**config.mk**
```make
export PLATFORM = sky130hd
export DESIGN_NAME = asram_ctrl
export DESIGN_NICKNAME = d
export VERILOG_FILES = /design/src/rtl/asram_pkg.sv /design/src/rtl/asram_win_cnt.sv /design/src/rtl/asram_fsm.sv /design/src/rtl/asram_lanes.sv /design/src/rtl/asram_ctrl.sv
export SDC_FILE = /design/constraint.sdc
export NUM_CORES = 1
export LEC_CHECK = 0
export BUFFER_PORTS_ARGS = -buffer_cell sky130_fd_sc_hd__buf_4
export CAP_MARGIN = 20
export CORE_MARGIN = 2
export CORE_UTILIZATION = 30
export CTS_CLUSTER_SIZE = 24
export DETAILED_ROUTE_END_ITERATION = 8
export PLACE_DENSITY = 0.62
export SLEW_MARGIN = 20
export SYNTH_ARGS = -nofsm -noshare
export SYNTH_HDL_FRONTEND = slang
export SYNTH_HIERARCHICAL = 1
export SYNTH_SLANG_ARGS = --single-unit
```
**constraint.sdc**
```tcl
create_clock -name clk -period 4.8 [get_ports clk]
set_clock_uncertainty 0.15 [all_clocks]
set_input_delay 0 -clock clk [delete_from_list [all_inputs] [get_ports clk]]
set_output_delay 0 -clock clk [all_outputs]
set_load 0.01 [all_outputs]
```
**src/rtl/asram_pkg.sv**
```systemverilog
package asram_pkg;

  typedef enum logic [2:0] {
    PH_IDLE,
    PH_RD_ACCESS,
    PH_RD_CAPTURE,
    PH_WR_SETUP,
    PH_WR_PULSE,
    PH_WR_RECOVER
  } phase_e;

  // Cycles needed to cover ns_val at a clock of clk_ns, never below one.
  function automatic int win_cycles(input int ns_val, input int clk_ns);
    int c;
    c = (ns_val + clk_ns - 1) / clk_ns;
    return (c < 1) ? 1 : c;
  endfunction

  function automatic int max_of(input int a, input int b);
    return (a > b) ? a : b;
  endfunction

endpackage

```
**src/rtl/asram_win_cnt.sv**
```systemverilog
module asram_win_cnt #(
  parameter int CNT_W = 4
) (
  input  logic             clk,
  input  logic             rst_n,
  input  logic             load,
  input  logic [CNT_W-1:0] load_val,
  output logic             last
);

  logic [CNT_W-1:0] cnt_q;

  always_ff @(posedge clk or negedge rst_n) begin
    if (!rst_n) begin
      cnt_q <= '0;
    end else if (load) begin
      cnt_q <= load_val;
    end else if (cnt_q != '0) begin
      cnt_q <= cnt_q - 1'b1;
    end
  end

  assign last = (cnt_q == '0);

endmodule

```
**src/rtl/asram_fsm.sv**
```systemverilog
module asram_fsm
  import asram_pkg::*;
#(
  parameter int N_ACC  = 3,
  parameter int N_TURN = 2,
  parameter int N_SET  = 1,
  parameter int N_PUL  = 2,
  parameter int N_REC  = 1,
  parameter int CNT_W  = 2
) (
  input  logic   clk,
  input  logic   rst_n,
  input  logic   fire,
  input  logic   fire_we,
  output phase_e phase,
  output logic   cap_now
);

  phase_e           phase_q, phase_d;
  logic             load;
  logic [CNT_W-1:0] load_val;
  logic             win_last;

  asram_win_cnt #(.CNT_W(CNT_W)) u_win (
    .clk      (clk),
    .rst_n    (rst_n),
    .load     (load),
    .load_val (load_val),
    .last     (win_last)
  );

  always_comb begin
    phase_d  = phase_q;
    load     = 1'b0;
    load_val = '0;
    unique case (phase_q)
      PH_IDLE: begin
        if (fire) begin
          load = 1'b1;
          if (fire_we) begin
            phase_d  = PH_WR_SETUP;
            load_val = CNT_W'(N_SET - 1);
          end else begin
            phase_d  = PH_RD_ACCESS;
            load_val = CNT_W'(N_ACC - 1);
          end
        end
      end
      PH_RD_ACCESS: begin
        if (win_last) begin
          phase_d  = PH_RD_CAPTURE;
          load     = 1'b1;
          load_val = CNT_W'(N_TURN - 1);
        end
      end
      PH_RD_CAPTURE: begin
        if (win_last) phase_d = PH_IDLE;
      end
      PH_WR_SETUP: begin
        if (win_last) begin
          phase_d  = PH_WR_PULSE;
          load     = 1'b1;
          load_val = CNT_W'(N_PUL - 1);
        end
      end
      PH_WR_PULSE: begin
        if (win_last) begin
          phase_d  = PH_WR_RECOVER;
          load     = 1'b1;
          load_val = CNT_W'(N_REC - 1);
        end
      end
      PH_WR_RECOVER: begin
        if (win_last) phase_d = PH_IDLE;
      end
      default: phase_d = PH_IDLE;
    endcase
  end

  always_ff @(posedge clk or negedge rst_n) begin
    if (!rst_n) phase_q <= PH_IDLE;
    else        phase_q <= phase_d;
  end

  assign phase   = phase_q;
  assign cap_now = (phase_q == PH_RD_ACCESS) && win_last;

endmodule

```
**src/rtl/asram_lanes.sv**
```systemverilog
module asram_lanes #(
  parameter int LANES = 2
) (
  input  logic               active,
  input  logic [LANES-1:0]   mask,
  input  logic [8*LANES-1:0] rd_raw,
  output logic [LANES-1:0]   be_n,
  output logic [8*LANES-1:0] rd_kept
);

  for (genvar g = 0; g < LANES; g++) begin : g_lane
    assign be_n[g]          = ~(active & mask[g]);
    assign rd_kept[8*g +: 8] = mask[g] ? rd_raw[8*g +: 8] : 8'h00;
  end

endmodule

```
**src/rtl/asram_ctrl.sv**
```systemverilog
module asram_ctrl
  import asram_pkg::*;
#(
  parameter int ADDR_W     = 17,
  parameter int DATA_W     = 16,
  parameter int CLK_NS     = 4,
  parameter int T_ADDR_NS  = 10,
  parameter int T_LANE_NS  = 6,
  parameter int T_OUTEN_NS = 5,
  parameter int T_RELEASE_NS = 5,
  parameter int T_ASU_NS   = 0,
  parameter int T_PULSE_NS = 8,
  parameter int T_CSW_NS   = 8,
  parameter int T_LSW_NS   = 8,
  parameter int T_DSU_NS   = 5,
  parameter int T_AHD_NS   = 0
) (
  input  logic                  clk,
  input  logic                  rst_n,
  input  logic                  req_valid,
  output logic                  req_ready,
  input  logic [ADDR_W-1:0]     req_addr,
  input  logic                  req_we,
  input  logic [DATA_W/8-1:0]   req_mask,
  input  logic [DATA_W-1:0]     req_wdata,
  output logic                  rsp_valid,
  output logic [DATA_W-1:0]     rsp_rdata,
  output logic [ADDR_W-1:0]     mem_addr,
  output logic                  mem_ce_n,
  output logic                  mem_we_n,
  output logic                  mem_oe_n,
  output logic [DATA_W/8-1:0]   mem_be_n,
  output logic [DATA_W-1:0]     mem_dq_out,
  input  logic [DATA_W-1:0]     mem_dq_in,
  output logic                  mem_dq_oe
);

  localparam int LANES  = DATA_W / 8;
  localparam int N_ACC  = win_cycles(max_of(max_of(T_ADDR_NS, T_LANE_NS), T_OUTEN_NS), CLK_NS);
  localparam int N_TURN = win_cycles(T_RELEASE_NS, CLK_NS);
  localparam int N_SET  = win_cycles(T_ASU_NS, CLK_NS);
  localparam int N_PUL  = win_cycles(max_of(max_of(T_PULSE_NS, T_CSW_NS),
                                            max_of(T_LSW_NS, T_DSU_NS)), CLK_NS);
  localparam int N_REC  = win_cycles(T_AHD_NS, CLK_NS);
  localparam int N_MAX  = max_of(max_of(max_of(N_ACC, N_TURN), max_of(N_SET, N_PUL)), N_REC);
  localparam int CNT_W  = (N_MAX > 1) ? $clog2(N_MAX) : 1;

  phase_e              phase;
  logic                cap_now;
  logic                fire;
  logic                strobe_on;
  logic [ADDR_W-1:0]   addr_q;
  logic [LANES-1:0]    mask_q;
  logic [DATA_W-1:0]   wdata_q;
  logic [DATA_W-1:0]   rd_kept;
  logic                rv_q;
  logic [DATA_W-1:0]   rd_q;

  assign req_ready = (phase == PH_IDLE);
  assign fire      = req_valid & req_ready;

  asram_fsm #(
    .N_ACC (N_ACC),
    .N_TURN(N_TURN),
    .N_SET (N_SET),
    .N_PUL (N_PUL),
    .N_REC (N_REC),
    .CNT_W (CNT_W)
  ) u_fsm (
    .clk     (clk),
    .rst_n   (rst_n),
    .fire    (fire),
    .fire_we (req_we),
    .phase   (phase),
    .cap_now (cap_now)
  );

  always_ff @(posedge clk or negedge rst_n) begin
    if (!rst_n) begin
      addr_q  <= '0;
      mask_q  <= '0;
      wdata_q <= '0;
    end else if (fire) begin
      addr_q  <= req_addr;
      mask_q  <= req_mask;
      wdata_q <= req_wdata;
    end
  end

  assign strobe_on = (phase == PH_RD_ACCESS) || (phase == PH_WR_SETUP) ||
                     (phase == PH_WR_PULSE);

  asram_lanes #(.LANES(LANES)) u_lanes (
    .active  (strobe_on),
    .mask    (mask_q),
    .rd_raw  (mem_dq_in),
    .be_n    (mem_be_n),
    .rd_kept (rd_kept)
  );

  assign mem_addr   = addr_q;
  assign mem_ce_n   = ~strobe_on;
  assign mem_oe_n   = ~(phase == PH_RD_ACCESS);
  assign mem_we_n   = ~(phase == PH_WR_PULSE);
  assign mem_dq_oe  = (phase == PH_WR_SETUP) || (phase == PH_WR_PULSE) ||
                      (phase == PH_WR_RECOVER);
  assign mem_dq_out = wdata_q;

  always_ff @(posedge clk or negedge rst_n) begin
    if (!rst_n) begin
      rv_q <= 1'b0;
      rd_q <= '0;
    end else begin
      rv_q <= cap_now;
      if (cap_now) rd_q <= rd_kept;
    end
  end

  assign rsp_valid = rv_q;
  assign rsp_rdata = rd_q;

endmodule

```
==> impl_metrics.csv <==
group,metric,value,unit
run_status,outcome,"complete, no violations",
synthesis,synth_commonest_cells,"57 x dfrtp_1, 29 x mux2_4, 23 x mux2_2, 18 x and2_1",
place,gp_congestion,0.723,
synthesis,synth_area,2550,um2
finish,layout-drive-gt1-share,52.6,%
clock_tree,clk_latency,0.32,ns
finish,n_antenna_cell,0,
hold_path,hp-class,"in2reg",
finish,instances_no_fill,447,
global_routing,grt_remaining_overflow,0,
critical_path,end_kind,"flop",
critical_path,worstPathCellList,"nor4b_4, buf_4, nand2b_1, nor4_1, or2b_1, o31a_1",
clock_tree,clockBufferDepth,2,
timing,worst_pin_slew,0.702,ns
floorplan,die_w,96.2,um
clock_tree,numClockSinks,57,
clock_tree,cts_buffers,9,
critical_path,path_max_fanout,37,
detailed_routing,route.detailed.drc,0,
synthesis,synth_ff_type,"dfrtp_1",
place,dpl_worst_slack,2.62,ns
synthesis,postSynthAreaPerCell,15.1,um2
synthesis,syn_inst,169,
place,dp_hpwl,3730,um
synthesis,ys_seq_area_share,55.9,%
floorplan,die_y,96.2,um
timing,period_share,45.4,%
detailed_routing,drtPass1Iterations,4,
timing,period_minus_slack,2.18,ns
floorplan,core_region_area,8220,um2
synthesis,synth_seq_cells,57,
pwr,powerDensity,595,nW/um2
detailed_routing,drtIter0Drc,21,
critical_path,startpoint_type,"flop",
finish,post-route-util,50.6,%
clock_tree,cts_tree,"done",
global_routing,grt_first_pass_wirelength,9200,um
synthesis,synth-edff-count,0,
synthesis,synth.area.top_cells,"dfrtp_1 56%, mux2_4 17%, mux2_2 10%",
critical_path,crit_path_max_incr_delay,0.56,ns
global_routing,grt_use_total,13.1,%
critical_path,critPathBufInv,1,
pwr,p_leak,2.02,nW
timing,hold_viol,0,
floorplan,io_pins,112,
global_routing,grt_max_degree,58,
synthesis,synth_warnings,6,
detailed_routing,wirelength,5840,um
global_routing,antenna_found_initial,0,
detailed_routing,routedWlPerCell,13.1,um
critical_path,arrival,2.29,ns
global_routing,grt_pass1_vias,1921,
critical_path,path_class,"reg2reg",
synthesis,synth.net_count,225,
timing,rsz0062_at_grt,"no",
floorplan,die-area,9260,um2
timing,fmax,459,MHz
synthesis,synth.most_common_cell,"dfrtp_1",
critical_path,timing.critical_path.slowest_stage_cell,"buf_4",
place,dp.cells,379,
synthesis,yosys.cell_types.count,26,
finish,final_nets,394,
critical_path,critPathTopFamily,"simple AND/OR/NAND/NOR gates",
floorplan,start_util,31.0,%
finish,area_growth,62.8,%
detailed_routing,vias,1921,
clock_tree,post_cts_buffers,0,
synthesis,yosysTopAreaCell,"dfrtp_1",
place,io_buffers,111,
timing,drv_slew,0,
critical_path,critical_path_required,4.92,ns
clock_tree,cts_root_buf,"clkbuf_8",
timing,setup_ws,2.62,ns
timing,slew_headroom,53.2,%
detailed_routing,ant_nets,0,
clock_tree,clkSlewWorstSetupHoldPaths,0.07,ns
clock_tree,cts_max_level,3,
synthesis,yosysTopAreaCellShare,55.9,%
timing,setup-tns-final,0,ns
pwr,ir_drop,0.276,mV
timing,finalSetupViolCount,0,
detailed_routing,via_per_inst,4.30,
job,timing.max_cap.violations,0,
synthesis,synthArstFlopShare,100,%
floorplan,rows,33,
-- power by group --
group          internal [mW]  total, mW  switching [mW]
combinational          0.732       1.17           0.436
sequential             0.715      0.898           0.183
clock                  0.234      0.406           0.172
-- cell families (layout without fill, tap and decap cells) --
kind of cell,count (synthesis),count (layout),synth area share [%]
and+or+nand+nor,38,38,8.88
muxes,54,54,28.0
AOI/OAI and AO/OA,8,8,2.26
DFF,57,57,55.9
adders and majority gates,1,1,0.490
buffers and inverters,10,183,4.12
xor gates and xnor gates,1,1,0.343
-- through the flow --
stage / hold slack (ns) / power, mW / cell area [um2]
after floorplan: -0.446 / 1.58 / 2550
after global placement: -0.0396 / 2.02 / 3450
after detailed placement: -0.0473 / 2.04 / 3450
after CTS: 0.0568 / 2.50 / 4150
after global routing: 0.0954 / 2.65 / 4150
final: 0.0740 / 2.47 / 4150
-- sequential cells by signal, indices dropped and copies added (netlist names) --
signal	cells
mem_dq_out	16
mem_addr	17
rsp_valid	1
u_fsm/u_win/cnt_q	2
mask_q	2
rsp_rdata	16
u_fsm/phase	3
-- layer usage --
| metal | track usage (%) | part of all wire [%] | vias to the layer above | routed length, um |
|---|---|---|---|---|
| li1 | - | - | 923 | - |
| met1 | 16.7 | 43 | 916 | 2530 |
| met2 | 20.7 | 48 | 71 | 2810 |
| met3 | 4.07 | 7.0 | 11 | 409 |
| met4 | 5.36 | 1.6 | 0 | 91 |
| met5 | 0 | 0 | - | 0 |
-- final cells by class --
cell class,count,area (um2)
multi-input cells,102,1030
fillers,722,4060
repair buffers,166,1380
inverters,2,7.51
clock buffers,11,131
well taps,105,131
clock inverters,4,45.0
flip-flops and latches,57,1430
-- final timing paths --
path / startpoint / cells past startpoint / slack [ns] / to
worst max-delay path: u_fsm/phase[1]$_DFFE_PN0P_ / 6 / 2.62 / u_fsm/u_win/cnt_q[1]$_DFFE_PN0P_
worst min-delay path: req_valid / 4 / 0.07 / u_fsm/phase[0]$_DFFE_PN0P_
worst max register to register: u_fsm/phase[1]$_DFFE_PN0P_ / 6 / 2.62 / u_fsm/u_win/cnt_q[1]$_DFFE_PN0P_
worst min register to register: rsp_rdata[10]$_DFFE_PN0P_ / 1 / 0.36 / rsp_rdata[10]$_DFFE_PN0P_
max in group asynchronous: rst_n / 2 / 3.89 / mem_addr[16]$_DFFE_PN0P_
min in group asynchronous: rst_n / 2 / 0.14 / rsp_rdata[5]$_DFFE_PN0P_
-- worst reg2reg max path, stage by stage, from the launching register on --
cell and delay, ns:
dfrtp_1 0.53, nor4b_4 0.35, buf_4 0.56, nand2b_1 0.12, nor4_1 0.17, or2b_1 0.13
o31a_1 0.11
-- repair_timing --
item | in CTS | in global routing
hold buffers | 53 | 0
hold endpoints to repair | 110 | 0
gates resized for setup | 0 | 0
-- layout by cell type (no fill, tap or decap), types with 2 or more instances in the layout --
| cell | n |
|---|---|
| buf_4 | 113 |
| dfrtp_1 | 57 |
| dlygate4sd3_1 | 53 |
| mux2_4 | 29 |
| mux2_2 | 23 |
| and2_1 | 18 |
| clkbuf_8 | 9 |
| nand2_1 | 5 |
| nand2b_1 | 5 |
| nor2_1 | 3 |
| clkinv_2 | 3 |
| a21oi_1 | 2 |
| clkbuf_1 | 2 |
| mux2i_1 | 2 |
| o32ai_1 | 2 |
| inv_1 | 2 |
Note: power is estimated with default switching activity, not from simulation.
